--- src/rtl/pwrdown_ctl.sv ---
module pwrdown_ctl #(
  parameter int N_IRQ       = 4,
  parameter int STARTUP_CYC = 1024
) (
  input  logic             clk,
  input  logic             rst_n,
  input  logic             slp_req,
  input  logic             rstpin_n,
  input  logic             wdt_en,
  input  logic             wdt_to,
  input  logic             gie,
  input  logic [N_IRQ-1:0] irq_flag,
  input  logic [N_IRQ-1:0] irq_en,
  input  logic             osc_xtal,
  output logic             osc_en,
  output logic             osc_rdy,
  output logic             core_stall,
  output logic             core_rst,
  output logic             wdt_clr,
  output logic             stat_to,
  output logic             stat_pd,
  output logic             vec_req
);
  localparam int CW = (STARTUP_CYC > 2) ? $clog2(STARTUP_CYC) : 1;
  localparam logic [CW-1:0] LOAD = CW'(STARTUP_CYC - 1);

  typedef enum logic [2:0] {S_RUN, S_SLEEP, S_WARM, S_INL, S_DUM, S_VEC} st_t;

  st_t st;
  logic [CW-1:0] cnt;
  logic irq_cause, clr_q, wrst_q;

  wire pend    = |(irq_flag & irq_en);
  wire pin_rst = ~rstpin_n;
  wire wdt_hit = wdt_to & wdt_en;
  wire cnt_end = (cnt == '0);

  assign osc_en     = (st != S_SLEEP);
  assign osc_rdy    = (st == S_WARM) && cnt_end;
  assign core_stall = (st == S_SLEEP) || (st == S_WARM) || (st == S_DUM);
  assign vec_req    = (st == S_VEC);
  assign core_rst   = pin_rst | wrst_q;
  assign wdt_clr    = clr_q;

  always_ff @(posedge clk or negedge rst_n) begin
    if (!rst_n) begin
      st        <= S_RUN;
      cnt       <= '0;
      irq_cause <= 1'b0;
      clr_q     <= 1'b0;
      wrst_q    <= 1'b0;
      stat_to   <= 1'b1;
      stat_pd   <= 1'b1;
    end else begin
      clr_q  <= 1'b0;
      wrst_q <= 1'b0;
      if (st == S_SLEEP) begin
        if (pin_rst || wdt_hit || pend) begin
          st        <= S_WARM;
          clr_q     <= 1'b1;
          cnt       <= osc_xtal ? LOAD : '0;
          irq_cause <= !pin_rst && !wdt_hit;
          if (!pin_rst && wdt_hit) stat_to <= 1'b0;
        end
      end else if (pin_rst) begin
        st <= S_RUN;
      end else if (wdt_hit) begin
        st      <= S_RUN;
        wrst_q  <= 1'b1;
        stat_to <= 1'b0;
        stat_pd <= 1'b1;
      end else begin
        case (st)
          S_RUN: if (slp_req) begin
            clr_q   <= 1'b1;
            stat_pd <= 1'b0;
            stat_to <= 1'b1;
            if (pend) st <= gie ? S_INL : S_RUN;
            else      st <= S_SLEEP;
          end
          S_WARM: begin
            if (cnt_end) st <= (irq_cause && gie) ? S_INL : S_RUN;
            else         cnt <= cnt - 1'b1;
          end
          S_INL:   st <= S_DUM;
          S_DUM:   st <= S_VEC;
          default: st <= S_RUN;
        endcase
      end
    end
  end
endmodule

--- config.mk ---
export PLATFORM = sky130hd
export DESIGN_NAME = pwrdown_ctl
export DESIGN_NICKNAME = d
export VERILOG_FILES = /design/src/rtl/pwrdown_ctl.sv
export SDC_FILE = /design/constraint.sdc
export NUM_CORES = 1
export LEC_CHECK = 0
export ABC_AREA = 1
export BUFFER_PORTS_ARGS = -buffer_cell sky130_fd_sc_hd__buf_4
export CORE_MARGIN = 4
export CORE_UTILIZATION = 45
export CTS_BUF_LIST = sky130_fd_sc_hd__clkbuf_4
export DETAILED_ROUTE_END_ITERATION = 7
export PLACE_DENSITY = 0.68
export SLEW_MARGIN = 20
export SYNTH_ARGS = -nofsm -noshare
export SYNTH_HDL_FRONTEND = slang
export SYNTH_SLANG_ARGS = --single-unit
export TNS_END_PERCENT = 50
--- constraint.sdc ---
create_clock -name clk -period 1.8 [get_ports clk]
set_input_delay 0.27 -clock clk [delete_from_list [all_inputs] [get_ports clk]]
set_output_delay 0.27 -clock clk [all_outputs]
set_load 0.005 [all_outputs]
======== Yosys cells after proc, flatten, opt, wreduce, memory -nomap -nowiden ========
Cells that the tools add are included.
word-level totals
  register bits after elaboration ......... 18
  input bits .............................. 16
  output and inout bits ................... 8
  word-level logic and storage cells ...... 84
operators by class
  $add $sub $neg .......................... 1
  bitwise operators ....................... 5
  multiplexer cells ....................... 36
  eq/ne operators ......................... 12
  reduce and logical (&&, ||, !) cells .... 23
operators by type and width
  kind                                                                      count
  10-bit two-way mux                                                        7
  1-bit two-way mux                                                         19
  3-bit two-way mux                                                         6
  3-bit case mux with 4 select lines                                        1
  10-bit zero test                                                          1
  5-bit AND reduction                                                       2
  10-bit by 1-bit subtractor with 10-bit output (second input constant)     1
  2-bit by 1-bit inequality test with 1-bit output (second input constant)  4
  2-bit nonzero test                                                        4
  3-bit by 2-bit equality test with 1-bit output (second input constant)    2
  3-bit equality test (second input constant)                               2
  2-bit two-way mux                                                         3
  3-bit nonzero test                                                        2
  5-bit by 4-bit inequality test with 1-bit output (second input constant)  1
  5-bit inequality test (second input constant)                             1
  4-bit AND                                                                 1
  1-bit logical AND                                                         4
  1-bit logical OR                                                          4
  4-bit AND reduction                                                       1
  4-bit OR reduction                                                        1
  3-bit by 1-bit equality test with 1-bit output (second input constant)    1
  3-bit zero test                                                           1
  3-bit by 1-bit inequality test with 1-bit output (second input constant)  1
  3-bit AND reduction                                                       1
  other kinds (5)                                                           6

======== Depth between registers and ports, before layout ========
  depth after elaboration ................. 8
  depth in mapped cells ................... 10

======== Worst setup path before layout ========
Ideal clock, no wire load.
  path type ............................... flip-flop to flip-flop
  from .................................... register cnt[0]
  to ...................................... register cnt[6]
  period minus slack after synthesis ...... 1.423 ns
  path buffers ............................ 1
  slack ................................... 0.377 ns
  data required time ...................... 1.684 ns
  stages on the path, launching flop included .. 11
  data arrival time ....................... 1.307 ns
  path through ............................ dfrtp_1 inv_1 ha_1 nand3_1 nor2_1 nand2_1 nand3_4 nand2_4 buf_12 nand2_2 nand2_1
on the way
  cells in the longest elaborated chain, start to end .. 6
  elaborated cells between the ends (all ways) .. 9
  classes of those cells .................. add/sub: 1; eq/ne: 1; mux: 5; reduce/logical: 2
ends and longest elaborated chain
  item                                           line  source
  start, declared                                30    logic [CW-1:0] cnt;
  start signal, assigned                         61    cnt <= osc_xtal ? LOAD : '0;
  start signal, assigned                         83    else cnt <= cnt - 1'b1;
  10-bit by 1-bit subtractor with 10-bit output  83
  10-bit two-way mux                             82    if (cnt_end) st <= (irq_cause && gie) ? S_INL : S_RUN;
  10-bit two-way mux                             73    case (st)
  10-bit two-way mux                             67    end else if (wdt_hit) begin
  10-bit two-way mux                             65    end else if (pin_rst) begin
  10-bit two-way mux                             57    if (st == S_SLEEP) begin
Parallel ways exist; a longest one is shown, timed or not. The select of a mux whose other input is x is not followed.
A chain may end at the register's enable or synchronous reset.

======== Final worst setup path ========
  from .................................... register cnt[0]
  to ...................................... output osc_rdy
on the way
  cells in the longest elaborated chain, start to end .. 2
ends and longest elaborated chain
  item               line  source
  10-bit zero test   36    wire cnt_end = (cnt == '0);
  1-bit logical AND  39    assign osc_rdy = (st == S_WARM) && cnt_end;
  end, declared      16    output logic osc_rdy,
No other way between the ends.

==> out/metrics.csv <==
stage,metric,value,unit
die,Core Area,2760,µm²
final_layout,# nets final,238,
detailed_routing,final WL,2970,µm
sta,Fmax,0.582,GHz
final_layout,"Cell Count, Final, Fillers Out",250,
power,PD cells,1500,nW/µm²
critical_path,CP peak stage delay,430,ps
global_route,first-pass GRT wire length,4890,µm
sta,post-layout min period,1720,ps
power,leakage power,0.862,nW
synth,Syn Inst Count,188,
critical_path,cells along the critical path,"inv_2, ha_1, nand3_1, nor2_2, nand2_2, nor2_2, buf_4",
synth,Mapped Avg Cell Area,6.94,µm²
critical_path,type of origin of the critical path,register,
detailed_routing,post-route ant nets,0,
critical_path,crit path DAT,1450,ps
sta,worst rel slew slack,77.5,%
critical_path,slowest CP cell,dfrtp_1,
global_route,vias in the first global route,1131,
detailed_routing,DR DRC count,0,
detailed_routing,vias,1271,
final_layout,FILL cells,273,
synth,prevailing post-synth register cell,dfrtp_1,
synth,Yosys warning total,0,
final_layout,share of post-route cells with drive strength above 1,29.7,%
placed_design,GPL Wtd Cong,0.863,
global_route,largest net degree at the start of global routing,19,
sta,"Slew Viols, Final",0,
die,I/O pins,24,
final_layout,most frequent cells in the layout,"nand2_1, buf_4, inv_1, nor2_1, dfrtp_1",
clock_network,Sink Count,18,
placed_design,HPWL after DPL,2310,µm
critical_path,Critical path buffers and inverters,2,
die,die footprint,3830,µm²
synth,post-synth cell types,27,
critical_path,worst r2r path cells,8,
die,die height,61.9,µm
sta,Slew @ Worst Pin,337,ps
critical_path,Top Family by Delay on Critical Path,flip-flops,
worst_hold_path,worst min path class,in -> reg,
synth,Post-synth ARST share,100,%
detailed_routing,drt via density,5.08,
final_layout,footprint of the multi-input gates,729,µm²
sta,WHS,275,ps
clock_network,clk buf depth,2,
placed_design,Placed Instance Area,1500,µm²
power,VDD IR max,921,µV
critical_path,largest fanout on the critical path,4,
clock_network,H-Tree Depth,1,
critical_path,CP endpoint kind,primary output,
die,die width,61.9,µm
critical_path,"Req. time, crit path",1530,ps
detailed_routing,DRT iter0 DRCs,53,
run,Max-Cap Viols,0,
clock_network,"Reg clk slew, reported paths",110,ps
clock_network,Inserted Clock Buffers,3,
synth,"FF+latch count, synth",18,
final_layout,sequential cell area,453,µm²
placed_design,# port buffers,23,
sta,final hold viol count,0,
sta,worst clock skew,8.40,ps
clock_network,TritonCTS clock tree,built,
critical_path,most used cell along the critical path,nor2_2,
global_route,initial antenna violation count,0,
critical_path,Levels on crit path,7,
detailed_routing,Pre-antenna DRT Iters,4,
final_layout,Area Overhead vs Synth,20.6,%
synth,syn nets,206,
placed_design,placed insts,241,
detailed_routing,wire per inst,11.9,µm
die,Rows,19,
final_layout,"commonest non-fill, non-tap cell in the layout",nand2_1,
synth,number of synthesized flops with an enable pin,0,
outcome,status,completed,
sta,final setup fails,0,
sta,RSZ-0062 raised after global routing,true,
final_layout,fin area,1570,µm²
clock_network,clock root buffer,clkbuf_4,
sta,Final Cycle Share,95.4,%
final_layout,Antenna Cells,0,
global_route,remaining global-route overflow,0,
clock_network,later-pin clock latency in the skew report,300,ps
synth,"Seq/Total Area, Yosys",34.7,%
die,Initial Utilization,47.3,%
synth,synthesized area,1310,µm²
worst_hold_path,hold path depth,3,
critical_path,Crit Path Category,reg -> out,
global_route,Overall Global Routing Usage,17.4,%
[sequential cells by signal, summed over array words and instances, names as in the netlist]
register   count
cnt           10
irq_cause      1
st             3
stat_pd        1
stat_to        1
wdt_clr        1
wrst_q         1
[final timing paths]
kind,slack (ps),end,startpoint
worst max-delay path,80,osc_rdy,cnt[0]$_DFFE_PN0P_
worst min-delay path,280,wrst_q$_DFF_PN0_,rstpin_n
worst max register to register,200,cnt[9]$_DFFE_PN0P_,st[1]$_DFFE_PN0P_
worst min register to register,520,stat_pd$_DFFE_PN1P_,stat_pd$_DFFE_PN1P_
max in group asynchronous,1190,stat_pd$_DFFE_PN1P_,rst_n
min in group asynchronous,350,cnt[3]$_DFFE_PN0P_,rst_n
[worst reg2reg max path: cells and delay by family (launching register included)]
| kind | cells | cell delay [ps] |
|---|---|---|
| simple gates | 5 | 710 |
| flops | 1 | 430 |
| buf+inv | 2 | 210 |
| compound gates | 1 | 150 |
[timing repair]
item                                   4_1_cts  5_1_grt
setup endpoints to repair                    1        1
setup buffers                                0        4
endpoints found under the hold margin       16        0
hold buffers                                 1        0
resized for setup                            1        4
gates cloned                                 0        0
[metal layers]
| metal | GRT usage (%) | wire length, µm | vias up |
|---|---|---|---|
| met2 | 30.3 | 1470 | 25 |
| met4 | 7.27 | 73 | 0 |
| met3 | 1.86 | 98 | 8 |
| met5 | 0 | 0 | - |
| li1 | - | - | 652 |
| met1 | 21.8 | 1330 | 586 |
[Yosys cell counts (2+ instances only)]
cell type	instances	area [µm²]
nand3_1	15	75.1
inv_1	21	78.8
nand2_4	3	33.8
ha_1	2	25.0
inv_2	3	11.3
nand2_2	3	18.8
nor2_1	18	67.6
nor2_4	2	22.5
dfstp_2	2	52.6
a21oi_1	3	15.0
inv_4	2	12.5
dfrtp_1	16	400
nand4_1	2	12.5
o21ai_2	8	70.1
o21ai_0	10	50.1
nand2_1	67	251
[through the flow]
step           setup WS, ps  TNS [ps]  utilization, %  power (W)
2_1_floorplan           377         0               -    0.00175
3_3_place_gp            280         0            54.3    0.00201
3_5_place_dp            158         0            54.3    0.00206
4_1_cts                3.64         0            55.7    0.00230
5_1_grt               -39.4     -39.4            57.1    0.00262
6_report               82.1         0            57.1    0.00237
[report_power, final]
group	switching (W)	internal, W
clock	0.000126	0.000101
sequential	0.000119	0.000582
combinational	0.000871	0.000567
[layout make-up]
cell class	count	share of cell area (%)
multi-input combinational	142	46.3
sequential	18	28.8
timing repair buffer	29	14.0
inverter	26	6.52
tap	31	2.46
clock buffer	4	1.91
[cell families (layout without fill, tap and decap cells)]
family | count (synthesis) | count (layout) | synth area share, %
and+or+nand+nor | 116 | 116 | 41.0
buffers and inverters | 28 | 59 | 9.97
AOI/OAI and AO/OA | 23 | 23 | 11.7
xor gates and xnor gates | 1 | 1 | 0.671
DFF | 18 | 18 | 34.7
adders and majority gates | 2 | 2 | 1.92
No activity file was read; power rests on OpenSTA's default activity.
